File: config.mk
export PLATFORM = sky130hd
export DESIGN_NAME = l1_log2_conv
export DESIGN_NICKNAME = d
export VERILOG_FILES = /design/src/rtl/l1_log2_pkg.sv /design/src/rtl/l1_mag.sv /design/src/rtl/lead_one_enc.sv /design/src/rtl/log_frac_rom.sv /design/src/rtl/l1_log2_conv.sv
export SDC_FILE = /design/constraint.sdc
export NUM_CORES = 1
export LEC_CHECK = 0
export BUFFER_PORTS_ARGS = -buffer_cell sky130_fd_sc_hd__buf_2
export CORE_MARGIN = 4
export CORE_UTILIZATION = 49
export DETAILED_ROUTE_END_ITERATION = 16
export PLACE_DENSITY_LB_ADDON = 0.15
export SYNTH_ARGS = -nofsm -noshare
export SYNTH_HDL_FRONTEND = slang
export SYNTH_SLANG_ARGS = --single-unit
File: constraint.sdc
create_clock -name clk -period 7.4 [get_ports clk]
set_clock_uncertainty 0.2 [all_clocks]
set_input_delay 0.37 -clock clk [delete_from_list [all_inputs] [get_ports clk]]
set_output_delay 0.37 -clock clk [all_outputs]
set_load 0.1 [all_outputs]
File: src/rtl/l1_log2_pkg.sv
package l1_log2_pkg;
  localparam int FRW = 5;
  localparam int TBL_N = 32;

  // floor(32*log2(1 + j/32)) by repeated squaring in Q30 fixed point
  function automatic logic [FRW-1:0] log_frac(input int j);
    longint unsigned y;
    logic [FRW-1:0] r;
    y = longint'(32 + j) << 25;
    r = '0;
    for (int b = FRW - 1; b >= 0; b--) begin
      y = (y * y) >> 30;
      if (y >= (64'd1 << 31)) begin
        r[b] = 1'b1;
        y = y >> 1;
      end
    end
    return r;
  endfunction
endpackage

File: src/rtl/l1_mag.sv
module l1_mag #(
  parameter int W = 16,
  localparam int MW = W + 1
) (
  input  logic signed [W-1:0] re,
  input  logic signed [W-1:0] im,
  output logic        [MW-1:0] mag
);
  // sign test and conditional negate, widened by one bit so -2^(W-1) fits
  function automatic logic [MW-1:0] abs_ext(input logic signed [W-1:0] v);
    logic signed [MW-1:0] x;
    x = MW'(v);
    return v[W-1] ? MW'(-x) : MW'(x);
  endfunction

  assign mag = abs_ext(re) + abs_ext(im);
endmodule

File: src/rtl/lead_one_enc.sv
module lead_one_enc #(
  parameter int MW = 17,
  localparam int EXPW = $clog2(MW)
) (
  input  logic [MW-1:0]   val,
  output logic [EXPW-1:0] pos,
  output logic            is_zero
);
  logic [MW-1:0] therm;

  // therm[i] is set when any bit at or above i is set
  for (genvar i = 0; i < MW; i++) begin : g_therm
    assign therm[i] = |val[MW-1:i];
  end

  assign is_zero = ~therm[0];
  assign pos     = EXPW'($countones(therm) - 1);
endmodule

File: src/rtl/log_frac_rom.sv
module log_frac_rom
  import l1_log2_pkg::*;
(
  input  logic [FRW-1:0] idx,
  output logic [FRW-1:0] frac
);
  logic [FRW-1:0] tbl [TBL_N];

  for (genvar i = 0; i < TBL_N; i++) begin : g_tbl
    assign tbl[i] = log_frac(i);
  end

  assign frac = tbl[idx];
endmodule

File: src/rtl/l1_log2_conv.sv
module l1_log2_conv
  import l1_log2_pkg::*;
#(
  parameter int W = 16,
  localparam int MW = W + 1,
  localparam int EXPW = $clog2(MW),
  localparam int OW = EXPW + FRW
) (
  input  logic                clk,
  input  logic                rst_n,
  input  logic                start,
  input  logic signed [W-1:0] re,
  input  logic signed [W-1:0] im,
  output logic [OW-1:0]       log_out,
  output logic                zero,
  output logic                done,
  output logic                busy
);
  logic [MW-1:0]   mag;
  logic [EXPW-1:0] lead_e;
  logic            mag_is_zero;
  logic [MW-1:0]   sreg;
  logic [EXPW-1:0] exp_q;
  logic [EXPW-1:0] cnt;
  logic [FRW-1:0]  frac;
  logic [OW-1:0]   log_q;
  logic            busy_q, done_q, zero_q;

  // named events for the assertions
  logic accept, finish;
  assign accept = start & ~busy_q;
  assign finish = busy_q & (cnt == '0);

  l1_mag #(.W(W)) u_mag (.re(re), .im(im), .mag(mag));

  lead_one_enc #(.MW(MW)) u_lead (.val(mag), .pos(lead_e), .is_zero(mag_is_zero));

  log_frac_rom u_rom (.idx(sreg[MW-2 -: FRW]), .frac(frac));

  always_ff @(posedge clk) begin
    if (!rst_n) begin
      busy_q <= 1'b0;
      done_q <= 1'b0;
      zero_q <= 1'b0;
      log_q  <= '0;
      sreg   <= '0;
      exp_q  <= '0;
      cnt    <= '0;
    end else begin
      done_q <= 1'b0;
      if (finish) begin
        busy_q <= 1'b0;
        done_q <= 1'b1;
        zero_q <= 1'b0;
        log_q  <= {exp_q, frac};
      end else if (busy_q) begin
        sreg <= sreg << 1;
        cnt  <= cnt - 1'b1;
      end else if (accept) begin
        if (mag_is_zero) begin
          done_q <= 1'b1;
          zero_q <= 1'b1;
          log_q  <= '0;
        end else begin
          busy_q <= 1'b1;
          sreg   <= mag;
          exp_q  <= lead_e;
          cnt    <= EXPW'(W) - lead_e;
        end
      end
    end
  end

  assign log_out = log_q;
  assign zero    = zero_q;
  assign done    = done_q;
  assign busy    = busy_q;

  // the shift count lands the leading one exactly on the top bit
  p_norm_r3: assert property (@(posedge clk) disable iff (!rst_n)
    finish |-> sreg[MW-1]);

  // magnitude never exceeds 2^W
  p_mag_range_r1: assert property (@(posedge clk) disable iff (!rst_n)
    32'(mag) <= (32'd1 << W));

  // done and busy are exclusive
  p_done_idle_r6: assert property (@(posedge clk) disable iff (!rst_n)
    done_q |-> !busy_q);

  // a busy period always ends with a done pulse
  p_busy_ends_done_r5: assert property (@(posedge clk) disable iff (!rst_n)
    $fell(busy_q) |-> done_q);

  // operands captured at accept are not disturbed mid-conversion
  p_hold_exp_r8: assert property (@(posedge clk) disable iff (!rst_n)
    (busy_q && !finish) |=> $stable(exp_q));

  // zero-magnitude result reads as 0
  p_zero_out_r7: assert property (@(posedge clk) disable iff (!rst_n)
    (done_q && zero_q) |-> (log_q == '0));
endmodule

==> flow_summary.toml <==
[status]
status = "finished, final reports clean"

[placement]
portBuffers = 47
post-place-ws_ns = -0.375
placed_cells = 732
place.gp.congestion = 0.913
dp_hpwl_mm = 8.49
dpl_cell_area_sq_mm = 0.00508

[yosys]
async_flop_share_pct = 0
yosysWarnings = 0
avgSynthCellArea_sq_um = 8.03
synth-edff-count = 0
synth_top_cell_area_share_pct = 18.4
ys_ff_latch = 39
synth_top_cell_by_area = "dfxtp_1"
yosysSeqAreaShare_pct = 18.4
synth_nets = 616
syn_area_sq_mm = 0.00424
yosys-top-cells-area = "dfxtp_1 (18%), ha_1 (12%), xnor2_1 (6.8%), fa_1 (5.2%), inv_1 (4.4%)"
synthCells = 528
synth_cell_types = 65
ys.flop_type = "dfxtp_1"

[critical_path]
critPathMaxStageDelay_ns = 0.52
end_kind = "register"
crit_fanout = 5
arrival_ns = 7.25
worstPathRequired_ns = 7.41
start_kind = "primary input"
slowest_stage = "fa_1"
path_class = "primary input to register"
r2r_start = "cnt[1]"
startpoint = "im[1]"

[cells_and_area]
diodes = 0
utilization_pct = 67.3
multi_input_area_sq_mm = 0.00347
fillers = 686
finalInstanceArea_sq_mm = 0.00559
final_cell_mix = "buf_4 (86), inv_1 (45), buf_2 (45)"
fin_cells = 753
layout_commonest_cell = "buf_4"
drive_gt1_share_pct = 33.8
seq_area_sq_um = 781
nNetsFinal = 735
area_growth_pct = 31.8

[power]
leakagePower_nw = 2.51
comb_power_share_pct = 77.6
p_switching_mw = 0.903
finalPower_mw = 1.98
clkPwrFrac_pct = 7.2
switching_share_pct = 45.7
powerDensity_mw_per_mm2 = 354
ir_drop_mv = 0.350
cell_internal_pwr_mw = 1.07
p_seq_share_pct = 15.2

[clocking]
clockBufferDepth = 2
clk_latency_ns = 0.29
cts.sinks = 39
cts-buffers-inserted = 5
ctsHoldBuffers = 0
cts_root_buf = "clkbuf_8"
path_clk_slew_ns = 0.07
cts_tree = "yes"
cts_max_level = 2

[timing]
hold_ws_ns = 0.241
fin_crit_ns = 7.24
max_freq_mhz = 138
fin_ws_ns = 0.156
maxSlewHeadroom_pct = 35.0
tns_ns = 0
tightest_slew_ns = 0.974
period_share_pct = 97.9
drv_slew = 0
finalHoldViolCount = 0
setup_viol = 0

[global_routing]
grt_pass1_vias = 3987
grt_pass1_wl_mm = 18.0
grt.total_usage_pct = 21.1
antenna_found_initial = 0
grt_remaining_overflow = 0
grt_max_degree = 33

[route]
wl_per_cell_um = 14.7
drt_iter0_markers = 166
via_per_inst = 5.64
wl_mm = 11.1
dr_total_vias = 4249
first_pass_iters = 5
drcViolationCount = 0
ant_nets = 0

[die]
dieArea_sq_mm = 0.0102
rows = 33
die_y_um = 101
pin_count = 48
die_w_um = 101
start_util_pct = 51.1
core-area_sq_mm = 0.00830

[min_path]
hold_start = "rst_n"
holdCritPathClass = "primary input to register"

[flow_run]
drv_cap = 0
## layout make-up
class	count	share of cell area [%]
Multi-Input combinational cell	414	62.1
Timing Repair Buffer	136	16.6
Sequential cell	39	14.0
Inverter	51	3.51
Tap cell	105	2.35
Clock buffer	6	1.30
Clock inverter	2	0.224
## cell usage after synthesis (5+ instances only)
master,count
dfxtp_1,39
a21o_1,11
a211oi_1,16
fa_1,11
a32o_1,10
ha_1,42
o31ai_1,10
buf_2,6
xor2_1,7
o211ai_1,5
mux2i_1,18
nor2_1,40
o21ai_0,28
a21oi_1,23
nand3_1,11
nand2_1,48
nor3_1,6
nand2b_1,12
clkbuf_1,13
or2_2,5
xnor2_1,33
inv_1,50
## layer usage
layer	track usage, %	share of wire, %	up-vias	wire (um)
met5	0	0	-	0
met4	2.66	0.54	0	60
met3	2.77	3.0	8	331
met2	35.9	49	62	5460
met1	29.4	47	2040	5230
li1	-	-	2139	-
## timing repair
action | in CTS | in global routing
setup endpoints to repair | 2 | 7
pin swaps | 1 | 48
buffers inserted | 1 | 12
endpoints found under the hold margin | 0 | 0
gates resized for setup | 4 | 77
## sequential cells by signal, summed over array words and instances (netlist names)
register / flops
done: 1
zero: 1
busy: 1
log_out: 10
exp_q: 5
cnt: 5
sreg: 16
## path summary, 6_finish.rpt
check	to	depth (start not counted)	slack, ns
setup / recovery	cnt[3]	33	0.16
hold / removal	sreg[15]	2	0.24
setup reg to reg	sreg[14]	10	4.77
hold reg to reg	log_out[6]	1	0.28
## logic make-up after synthesis
family	after synthesis	share of synthesized area, %
AOI/OAI and AO/OA	146	25.9
xor gates and xnor gates	40	8.26
adders and majority gates	53	17.6
buffers and inverters	75	7.35
DFF	39	18.4
muxes	19	4.52
and+or+nand+nor	156	17.9
## power groups by stage
stage          sequential [mW]  clock (mW)  combinational [mW]
6_report                 0.301       0.142                1.53
5_1_grt                  0.308       0.153                1.71
4_1_cts                  0.300       0.145                1.38
3_5_place_dp             0.305           0                1.37
3_3_place_gp             0.302           0                1.32
2_1_floorplan            0.330           0               0.864
## critical path: cells and delay by family
family                     cells  cell delay, ns
and+or+nand+nor                5            0.98
adders and majority gates     10            3.25
buffers and inverters          7            0.57
muxes                          1            0.07
xor gates and xnor gates       3            0.50
AOI/OAI and AO/OA              7            1.51
No activity file was read; power rests on OpenSTA's default activity.
